==> src/rtl/tmr8_pkg.sv <==
package tmr8_pkg;

  typedef enum logic [1:0] {
    WM_NORMAL = 2'b00,
    WM_PHASE  = 2'b01,
    WM_CTC    = 2'b10,
    WM_FAST   = 2'b11
  } wave_mode_e;

  typedef enum logic [1:0] {
    OM_OFF    = 2'b00,
    OM_TOGGLE = 2'b01,
    OM_CLEAR  = 2'b10,
    OM_SET    = 2'b11
  } out_mode_e;

  localparam logic [1:0] A_CTRL  = 2'd0;
  localparam logic [1:0] A_COUNT = 2'd1;
  localparam logic [1:0] A_CMP   = 2'd2;
  localparam logic [1:0] A_FLAGS = 2'd3;

  localparam int B_FORCE = 7;
  localparam int B_WM0   = 6;
  localparam int B_OMH   = 5;
  localparam int B_OML   = 4;
  localparam int B_WM1   = 3;
  localparam int CS_W    = 3;

  function automatic logic mode_is_pwm(wave_mode_e m);
    return (m == WM_PHASE) || (m == WM_FAST);
  endfunction

  // pin level after a non-PWM compare action
  function automatic logic match_level(out_mode_e om, logic cur);
    case (om)
      OM_OFF:    return cur;
      OM_TOGGLE: return ~cur;
      OM_CLEAR:  return 1'b0;
      default:   return 1'b1;
    endcase
  endfunction

  // PWM action: invert selects the "opposite" edge (bottom / falling match)
  function automatic logic pwm_level(out_mode_e om, logic invert);
    logic base;
    base = (om == OM_SET);
    return invert ? ~base : base;
  endfunction

  function automatic logic pin_driven(wave_mode_e m, out_mode_e om);
    if (mode_is_pwm(m)) return om[1];
    return om != OM_OFF;
  endfunction

endpackage

==> src/rtl/tmr8_regs.sv <==
module tmr8_regs
  import tmr8_pkg::*;
#(
  parameter int W = 8
) (
  input  logic             clk,
  input  logic             rst_n,
  input  logic             wr_en,
  input  logic [1:0]       wr_addr,
  input  logic [W-1:0]     wr_data,
  input  logic [1:0]       rd_addr,
  input  logic [W-1:0]     count_q,
  input  logic             cmp_flag,
  input  logic             ovf_flag,
  output logic [W-1:0]     rd_data,
  output wave_mode_e       mode,
  output out_mode_e        om,
  output logic [CS_W-1:0]  csel,
  output logic [W-1:0]     cmp_val,
  output logic             force_evt,
  output out_mode_e        force_om,
  output logic             cnt_load,
  output logic [W-1:0]     cnt_load_val,
  output logic             clr_cmp,
  output logic             clr_ovf
);

  localparam int CTRL_BITS = 7;

  logic [CTRL_BITS-1:0] ctrl_q;
  wave_mode_e           wr_mode;

  logic ctrl_wr, cmp_wr, flag_wr;

  assign ctrl_wr = wr_en && (wr_addr == A_CTRL);
  assign cmp_wr  = wr_en && (wr_addr == A_CMP);
  assign flag_wr = wr_en && (wr_addr == A_FLAGS);

  assign cnt_load     = wr_en && (wr_addr == A_COUNT);
  assign cnt_load_val = wr_data;
  assign clr_cmp      = flag_wr && wr_data[0];
  assign clr_ovf      = flag_wr && wr_data[1];

  assign wr_mode   = wave_mode_e'({wr_data[B_WM1], wr_data[B_WM0]});
  assign force_om  = out_mode_e'(wr_data[B_OMH:B_OML]);
  assign force_evt = ctrl_wr && wr_data[B_FORCE] && !mode_is_pwm(wr_mode);

  always_ff @(posedge clk) begin
    if (!rst_n) begin
      ctrl_q  <= '0;
      cmp_val <= '0;
    end else begin
      if (ctrl_wr) ctrl_q  <= wr_data[CTRL_BITS-1:0];
      if (cmp_wr)  cmp_val <= wr_data;
    end
  end

  assign mode = wave_mode_e'({ctrl_q[B_WM1], ctrl_q[B_WM0]});
  assign om   = out_mode_e'(ctrl_q[B_OMH:B_OML]);
  assign csel = ctrl_q[CS_W-1:0];

  always_comb begin
    case (rd_addr)
      A_CTRL:  rd_data = {{(W-CTRL_BITS){1'b0}}, ctrl_q};
      A_COUNT: rd_data = count_q;
      A_CMP:   rd_data = cmp_val;
      default: rd_data = {{(W-2){1'b0}}, ovf_flag, cmp_flag};
    endcase
  end

endmodule

==> src/rtl/tmr8_counter.sv <==
module tmr8_counter
  import tmr8_pkg::*;
#(
  parameter int W    = 8,
  parameter int NSRC = 7
) (
  input  logic             clk,
  input  logic             rst_n,
  input  logic [NSRC-1:0]  src_tick,
  input  logic [CS_W-1:0]  csel,
  input  wave_mode_e       mode,
  input  logic [W-1:0]     cmp_val,
  input  logic             cnt_load,
  input  logic [W-1:0]     cnt_load_val,
  output logic [W-1:0]     count_q,
  output logic             tick,
  output logic             match_evt,
  output logic             falling,
  output logic             wrap_evt,
  output logic             ovf_evt
);

  localparam logic [W-1:0] MAXV = {W{1'b1}};

  logic [NSRC-1:0] src_hit;
  logic            at_max, at_zero, down_q;

  for (genvar k = 1; k <= NSRC; k++) begin : g_src
    assign src_hit[k-1] = (csel == CS_W'(k)) && src_tick[k-1];
  end

  // a count write cancels the tick of its cycle
  assign tick      = (|src_hit) && !cnt_load;
  assign at_max    = (count_q == MAXV);
  assign at_zero   = (count_q == '0);
  assign match_evt = tick && (count_q == cmp_val);
  assign falling   = down_q;
  assign wrap_evt  = tick && at_max && (mode != WM_PHASE);
  assign ovf_evt   = wrap_evt || (tick && (mode == WM_PHASE) && down_q && at_zero);

  function automatic logic [W-1:0] step_count(wave_mode_e m, logic [W-1:0] c,
                                              logic [W-1:0] cmp, logic down);
    case (m)
      WM_CTC:   return (c == cmp) ? '0 : c + 1'b1;
      WM_PHASE: begin
        if (down) return (c == '0) ? W'(1) : c - 1'b1;
        return (c == MAXV) ? MAXV - 1'b1 : c + 1'b1;
      end
      default:  return c + 1'b1;
    endcase
  endfunction

  always_ff @(posedge clk) begin
    if (!rst_n) begin
      count_q <= '0;
    end else if (cnt_load) begin
      count_q <= cnt_load_val;
    end else if (tick) begin
      count_q <= step_count(mode, count_q, cmp_val, down_q);
    end
  end

  always_ff @(posedge clk) begin
    if (!rst_n || mode != WM_PHASE) begin
      down_q <= 1'b0;
    end else if (tick) begin
      if (!down_q && at_max)      down_q <= 1'b1;
      else if (down_q && at_zero) down_q <= 1'b0;
    end
  end

endmodule

==> src/rtl/tmr8_wavegen.sv <==
module tmr8_wavegen
  import tmr8_pkg::*;
(
  input  logic       clk,
  input  logic       rst_n,
  input  wave_mode_e mode,
  input  out_mode_e  om,
  input  logic       match_evt,
  input  logic       falling,
  input  logic       wrap_evt,
  input  logic       force_evt,
  input  out_mode_e  force_om,
  output logic       oc_pin,
  output logic       oc_oe
);

  logic level_q, level_d;

  always_comb begin
    level_d = level_q;
    if (force_evt) begin
      level_d = match_level(force_om, level_q);
    end else if (!mode_is_pwm(mode)) begin
      if (match_evt) level_d = match_level(om, level_q);
    end else if (om[1]) begin
      if (mode == WM_FAST) begin
        if (wrap_evt)       level_d = pwm_level(om, 1'b1);
        else if (match_evt) level_d = pwm_level(om, 1'b0);
      end else if (match_evt) begin
        level_d = pwm_level(om, falling);
      end
    end
  end

  always_ff @(posedge clk) begin
    if (!rst_n) level_q <= 1'b0;
    else        level_q <= level_d;
  end

  assign oc_oe  = pin_driven(mode, om);
  assign oc_pin = oc_oe && level_q;

endmodule

==> src/rtl/tmr8_flags.sv <==
module tmr8_flags (
  input  logic clk,
  input  logic rst_n,
  input  logic match_evt,
  input  logic ovf_evt,
  input  logic clr_cmp,
  input  logic clr_ovf,
  output logic cmp_flag,
  output logic ovf_flag
);

  always_ff @(posedge clk) begin
    if (!rst_n) begin
      cmp_flag <= 1'b0;
      ovf_flag <= 1'b0;
    end else begin
      if (match_evt)    cmp_flag <= 1'b1;
      else if (clr_cmp) cmp_flag <= 1'b0;
      if (ovf_evt)      ovf_flag <= 1'b1;
      else if (clr_ovf) ovf_flag <= 1'b0;
    end
  end

endmodule

==> src/rtl/tmr8_cmp_unit.sv <==
module tmr8_cmp_unit
  import tmr8_pkg::*;
#(
  parameter int W    = 8,
  parameter int NSRC = 7
) (
  input  logic            clk,
  input  logic            rst_n,
  input  logic [NSRC-1:0] src_tick,
  input  logic            wr_en,
  input  logic [1:0]      wr_addr,
  input  logic [W-1:0]    wr_data,
  input  logic [1:0]      rd_addr,
  output logic [W-1:0]    rd_data,
  output logic            oc_pin,
  output logic            oc_oe,
  output logic            cmp_irq,
  output logic            ovf_irq
);

  wave_mode_e      mode;
  out_mode_e       om, force_om;
  logic [CS_W-1:0] csel;
  logic [W-1:0]    cmp_val, count_q, cnt_load_val;
  logic            force_evt, cnt_load, clr_cmp, clr_ovf;
  logic            tick, match_evt, falling, wrap_evt, ovf_evt;

  tmr8_regs #(.W(W)) u_regs (
    .clk, .rst_n, .wr_en, .wr_addr, .wr_data, .rd_addr,
    .count_q, .cmp_flag(cmp_irq), .ovf_flag(ovf_irq),
    .rd_data, .mode, .om, .csel, .cmp_val, .force_evt, .force_om,
    .cnt_load, .cnt_load_val, .clr_cmp, .clr_ovf
  );

  tmr8_counter #(.W(W), .NSRC(NSRC)) u_cnt (
    .clk, .rst_n, .src_tick, .csel, .mode, .cmp_val,
    .cnt_load, .cnt_load_val, .count_q, .tick, .match_evt,
    .falling, .wrap_evt, .ovf_evt
  );

  tmr8_wavegen u_wave (
    .clk, .rst_n, .mode, .om, .match_evt, .falling, .wrap_evt,
    .force_evt, .force_om, .oc_pin, .oc_oe
  );

  tmr8_flags u_flags (
    .clk, .rst_n, .match_evt, .ovf_evt, .clr_cmp, .clr_ovf,
    .cmp_flag(cmp_irq), .ovf_flag(ovf_irq)
  );

endmodule

==> config.mk <==
export PLATFORM = sky130hd
export DESIGN_NAME = tmr8_cmp_unit
export DESIGN_NICKNAME = d
export VERILOG_FILES = /design/src/rtl/tmr8_pkg.sv /design/src/rtl/tmr8_regs.sv /design/src/rtl/tmr8_counter.sv /design/src/rtl/tmr8_wavegen.sv /design/src/rtl/tmr8_flags.sv /design/src/rtl/tmr8_cmp_unit.sv
export SDC_FILE = /design/constraint.sdc
export NUM_CORES = 1
export LEC_CHECK = 0
export BUFFER_PORTS_ARGS = -buffer_cell sky130_fd_sc_hd__buf_2
export CORE_UTILIZATION = 25
export CTS_CLUSTER_DIAMETER = 60
export DETAILED_ROUTE_END_ITERATION = 8
export PLACE_DENSITY_LB_ADDON = 0.05
export SLEW_MARGIN = 20
export SYNTH_ARGS = -nofsm -noshare
export SYNTH_HDL_FRONTEND = slang
export SYNTH_SLANG_ARGS = --single-unit
==> constraint.sdc <==
create_clock -name clk -period 3.2 [get_ports clk]
set_clock_uncertainty 0.05 [all_clocks]
set_input_delay 0.96 -clock clk [delete_from_list [all_inputs] [get_ports clk]]
set_output_delay 0.96 -clock clk [all_outputs]
set_load 0.01 [all_outputs]
==> flow_summary.json, run 1 <==
{
  "status": "finished, final reports clean",
  "finalCritPeriodShare_pct": 89.4,
  "maxCapViolCount": 0,
  "rsz0062_at_grt": "false",
  "grt_pass1_vias": 1877,
  "insertion_delay_ns": 0.28,
  "worst_path_max_delay_cell": "mux4_1",
  "start_util_pct": 26.4,
  "root_buffer": "clkbuf_8",
  "finalPower_mw": 0.747,
  "synth_cells": 254,
  "die_w_um": 93.2,
  "cp_max_fo": 9,
  "syn2layout_area_growth_pct": 13.8,
  "maxSlewHeadroom_pct": 46.3,
  "power_switching_mw": 0.238,
  "synth.avg_cell_area_sq_um": 8.19,
  "cts_tree": "built",
  "routabilityCongestion": 0.775,
  "grt_pass1_wl_um": 10700,
  "seqPwrFrac_pct": 49.2,
  "die-area_sq_um": 8690,
  "drive_gt1_share_pct": 19.1,
  "ir_drop_mv": 0.224,
  "cp-end-kind": "primary output",
  "cpPeakStageDelay_ns": 0.55,
  "fin_tns_setup_ns": 0,
  "synth_ff_type": "dfxtp_1",
  "vias_per_cell": 5.02,
  "cts_hold_buf": 0,
  "clkPwrFrac_pct": 27.9,
  "fin_crit_ns": 2.86,
  "postRouteAntennaNets": 0,
  "combPwrFrac_pct": 23.0,
  "yosys-top-cells-area": "dfxtp_1, mux2i_1, nor2_1, xor2_1, a21oi_1",
  "wl_um": 6730,
  "diodes": 0,
  "final-hold-violation-count": 0,
  "clkTransAtPathRegs_ns": 0.10,
  "grt_antenna_before_repair": 0,
  "yosysSeqAreaShare_pct": 26.0,
  "first_pass_iters": 4,
  "avgRoutedWirePerCell_um": 17.7,
  "syn_nets": 282,
  "core.rowCount": 32,
  "path_class": "input port to primary output",
  "die_y_um": 93.2,
  "worst_ep_required_time_ns": 2.19,
  "finalSetupViolCount": 0,
  "synth_edf_count": 0,
  "max_freq_mhz": 349,
  "hp-class": "flop to flop",
  "core_area_sq_um": 7890,
  "cts.repair.resized": 0,
  "cp_common_cell": "buf_2",
  "cp-start-kind": "input port",
  "port_buffers": 33,
  "remaining_drc_errors": 0,
  "async_flop_share_pct": 0,
  "io_pins": 34,
  "tightest_slew_ns": 0.804,
  "arrival_ns": 1.85,
  "intPower_mw": 0.510,
  "setup_ws_ns": 0.338,
  "grt_overflow": 0,
  "cts_sinks": 27,
  "ys_warn_count": 0,
  "slew_viol_final": 0,
  "drt_iter0_markers": 178,
  "post-place-ws_ns": 0.333,
  "vias": 1906,
  "power.density_nw_per_um2": 316,
  "cts_setup_buffers": 0,
  "p_leak_nw": 1.02,
  "p_sw_share_pct": 31.8,
  "cts_inserted_buffers": 3,
  "num-nets-final": 307,
  "ys_seq_elements": 27,
  "clockBufferDepth": 2,
  "yosysTopAreaCell": "dfxtp_1",
  "synth.distinct_cells": 59,
  "htree_levels": 1,
  "dp_hpwl_um": 5060,
  "mappedNetlistArea_sq_um": 2080,
  "grtUsageTotal_pct": 16.2,
  "yosys.area.top_type_share_pct": 26.0,
  "crit_chain": "buf_2, mux4_1, buf_2",
  "grt_max_degree": 23
}
layer usage:
layer  track usage (%)  routed length (um)  vias to the layer above
met3              2.44                 233                        2
li1                  -                   -                      962
met2              27.0                3170                       38
met5                 0                   0                        -
met4              2.44                  37                        0
met1              22.5                3290                      904
final timing paths:
| check | from | endpoint | cells after the start | slack, ns |
|---|---|---|---|---|
| worst max-delay path | rd_addr[0] | rd_data[0] | 3 | 0.34 |
| worst max register to register | u_cnt.count_q[0]$_SDFFE_PN0P_ | u_wave.level_q$_SDFFE_PN0P_ | 8 | 0.77 |
| worst min-delay path | u_flags.ovf_flag$_SDFFE_PN0P_ | u_flags.ovf_flag$_SDFFE_PN0P_ | 2 | 0.45 |
| worst min register to register | u_flags.ovf_flag$_SDFFE_PN0P_ | u_flags.ovf_flag$_SDFFE_PN0P_ | 2 | 0.45 |
kinds of logic after synthesis:
kind of cell	Yosys count	synth area share (%)
compound gates	62	20.5
fa+ha+maj	6	3.61
buf+inv	25	5.35
simple gates	91	22.8
mux	25	14.2
xor+xnor	18	7.58
flops	27	26.0
area by class of cell:
class	instances	area (sq um)
timing repair buffer	37	195
fill	866	5520
multi-input combinational	202	1430
clock buffer	4	45.0
inverter	8	30.0
tap	102	128
sequential	27	541
cell usage after synthesis (3+ instances only):
library cell  number
nand4_1            3
nand2b_1           3
nand2_1           20
o21ai_0           10
buf_2              4
nor2_1            34
dfxtp_1           27
a22o_1             3
nor2b_1            3
nand3_1            5
o22ai_1            3
xnor2_1            4
ha_1               6
inv_1              8
clkbuf_1           9
mux2i_1           19
a22oi_1            6
a21oi_1           16
xor2_1            14
nor4_1             3
o21a_1             4
mux2_1             3
through the flow:
stage	util (%)	cell area, sq um	instances	hold WS [ns]
5_1_grt	30.0	2370	380	0.480
3_5_place_dp	29.4	2320	376	0.454
6_report	30.0	2370	380	0.450
4_1_cts	30.0	2370	380	0.469
3_3_place_gp	29.4	2320	376	0.440
2_1_floorplan	-	2080	254	0.434
state kept, by name, summed over array words and instances (netlist names):
signal and count:
u_cnt.count_q 8, u_cnt.falling 1, u_flags.cmp_flag 1, u_flags.ovf_flag 1, u_regs.cmp_val 8, u_regs.ctrl_q 7, u_wave.level_q 1
critical path: cells and delay by family:
| kind | cells | cell delay (ns) |
|---|---|---|
| multiplexers | 1 | 0.55 |
| buffers and inverters | 2 | 0.33 |
power by group through the flow:
stage	clock (mW)	combinational (mW)	sequential [mW]
after global placement	0	0.172	0.376
after global routing	0.227	0.190	0.370
after detailed placement	0	0.171	0.375
final	0.208	0.172	0.367
after CTS	0.220	0.172	0.368
after floorplan	0	0.123	0.362
cell usage in the layout (no fill, tap or decap), types with 4 or more instances in the layout:
cell / n
xnor2_1: 4
o21a_1: 4
buf_4: 4
xor2_1: 14
o21ai_0: 10
dfxtp_1: 27
nor2_1: 34
nand2_1: 20
a22oi_1: 6
buf_2: 33
mux2i_1: 19
a21oi_1: 16
ha_1: 6
nand3_1: 5
inv_1: 8
(Power assumes the default switching activity.)
==> inputs of run 2 (changes only) <==
--- a/config.mk
+++ b/config.mk
@@ -7,6 +7,7 @@
 export LEC_CHECK = 0
 export BUFFER_PORTS_ARGS = -buffer_cell sky130_fd_sc_hd__buf_2
 export CORE_UTILIZATION = 25
+export CTS_BUF_LIST = sky130_fd_sc_hd__clkbuf_4 sky130_fd_sc_hd__clkbuf_8
 export CTS_CLUSTER_DIAMETER = 60
 export DETAILED_ROUTE_END_ITERATION = 8
 export PLACE_DENSITY_LB_ADDON = 0.05
==> run 2 against run 1 <==
Sequential cell count unchanged. Die area unchanged. Core utilization about the same. Worst setup slack about the same. Cell count unchanged. Non-clock buffer count unchanged. Total power increased by 1.4%. Global-route usage unchanged. Wire length decreased by 0.28%. Fmax about the same. Critical path depth unchanged. Count of clock-buffer cells in the layout unchanged. Largest power group unchanged. Highest routed layer unchanged.
==> flow_summary.json, run 2 (synthesized netlist as in run 1, its figures left out) <==
{
  "status": "finished, final reports clean",
  "cts.repair.resized": 0,
  "cts_sinks": 27,
  "num-nets-final": 307,
  "final_cell_mix": "nor2_1, buf_2, dfxtp_1, nand2_1, mux2i_1",
  "reg2reg_from": "u_cnt.count_q[0]$_SDFFE_PN0P_",
  "maxCapViolCount": 0,
  "top_regs": "u_cnt.count_q x8, u_regs.cmp_val x8, u_regs.ctrl_q x7",
  "cts_inserted_buffers": 3,
  "cp-start-kind": "input port",
  "grt_antenna_before_repair": 0,
  "p_leak_nw": 1.03,
  "post-place-ws_ns": 0.333,
  "path_class": "input port to primary output",
  "power_switching_mw": 0.240,
  "combPwrFrac_pct": 22.6,
  "fin_tns_setup_ns": 0,
  "cp_max_fo": 9,
  "final_common_cell": "nor2_1",
  "max_freq_mhz": 349,
  "avgRoutedWirePerCell_um": 17.7,
  "die_w_um": 93.2,
  "grtUsageTotal_pct": 16.2,
  "arrival_ns": 1.85,
  "htree_levels": 1,
  "instances_no_fill": 380,
  "cts_setup_buffers": 0,
  "syn2layout_area_growth_pct": 14.0,
  "groute.layer.met2.usage_pct": 27.0,
  "intPower_mw": 0.518,
  "wl_um": 6710,
  "root_buffer": "clkbuf_8",
  "io_pins": 34,
  "drive_gt1_share_pct": 19.4,
  "top_usage_layer": "met2",
  "die_y_um": 93.2,
  "fin_crit_ns": 2.86,
  "first_pass_iters": 4,
  "vias": 1904,
  "grt_pass1_vias": 1877,
  "grt_overflow": 0,
  "post-place-cells": 376,
  "slew_viol_final": 0,
  "clockBufferDepth": 2,
  "remaining_drc_errors": 0,
  "rsz0062_at_grt": "false",
  "grt_pass1_wl_um": 10700,
  "insertion_delay_ns": 0.28,
  "finalSetupViolCount": 0,
  "postRouteAntennaNets": 0,
  "drt_iter0_markers": 164,
  "core_area_sq_um": 7890,
  "maxSlewHeadroom_pct": 47.5,
  "ir_drop_mv": 0.231,
  "met3_usage_pct": 2.44,
  "place_area_sq_um": 2320,
  "grt_max_degree": 23,
  "die-area_sq_um": 8690,
  "start_util_pct": 26.4,
  "clkTransAtPathRegs_ns": 0.10,
  "worst_ep_required_time_ns": 2.19,
  "vias_per_cell": 5.01,
  "postLayoutCellArea_sq_um": 2370,
  "finalCritPeriodShare_pct": 89.4,
  "cp-end-kind": "primary output",
  "diodes": 0,
  "cts_hold_buf": 0,
  "cts_tree": "built",
  "gr-usage-met1_pct": 22.5,
  "hp-class": "flop to flop",
  "seqPwrFrac_pct": 48.5,
  "dp_hpwl_um": 5060,
  "power.density_nw_per_um2": 320,
  "routabilityCongestion": 0.775,
  "port_buffers": 33,
  "tightest_slew_ns": 0.787,
  "cp-startpoint": "rd_addr[0]",
  "min-delay-start": "u_flags.ovf_flag$_SDFFE_PN0P_",
  "p_sw_share_pct": 31.6,
  "clkPwrFrac_pct": 28.9,
  "setup_ws_ns": 0.339,
  "final-hold-violation-count": 0,
  "core.rowCount": 32
}
## run 2: cell counts in the layout (fill, tap and decap cells not counted)
No cell type changed its count.
## run 2: per-stage QoR
step / hold slack (ns) / power, mW / util [%]
3_3_place_gp: 0.440 / 0.548 / 29.4
4_1_cts: 0.469 / 0.768 / 30.0
5_1_grt: 0.480 / 0.796 / 30.0
6_report: 0.450 / 0.758 / 30.0
2_1_floorplan: 0.434 / 0.486 / -
3_5_place_dp: 0.454 / 0.547 / 29.4
## run 2: path summary, 6_finish.rpt
check	to	slack, ns	depth (start not counted)
min reg2reg	u_flags.ovf_flag$_SDFFE_PN0P_	0.45	2
max	rd_data[0]	0.34	3
max reg2reg	u_wave.level_q$_SDFFE_PN0P_	0.77	8
min	u_flags.ovf_flag$_SDFFE_PN0P_	0.45	2
## run 2: power groups by stage
stage | clock, mW | sequential (mW) | combinational [mW]
3_3_place_gp | 0 | 0.376 | 0.172
2_1_floorplan | 0 | 0.362 | 0.123
3_5_place_dp | 0 | 0.375 | 0.171
5_1_grt | 0.236 | 0.370 | 0.190
4_1_cts | 0.228 | 0.368 | 0.172
6_report | 0.219 | 0.367 | 0.171
## run 2: final cells by class
class / count / area, sq um
inverters: 8 / 30.0
flip-flops and latches: 27 / 541
fillers: 865 / 5520
clock buffers: 4 / 48.8
repair buffers: 37 / 195
well taps: 102 / 128
multi-input cells: 202 / 1430
## run 2: layer usage
metal	vias to the layer above	part of all wire [%]
li1	961	-
met1	900	49
met2	41	47
met3	2	3.6
met4	0	0.55
met5	-	0
## run 2: worst max-delay path: stages
cell,delay (ns)
buf_2,0.18
mux4_1,0.55
buf_2,0.15
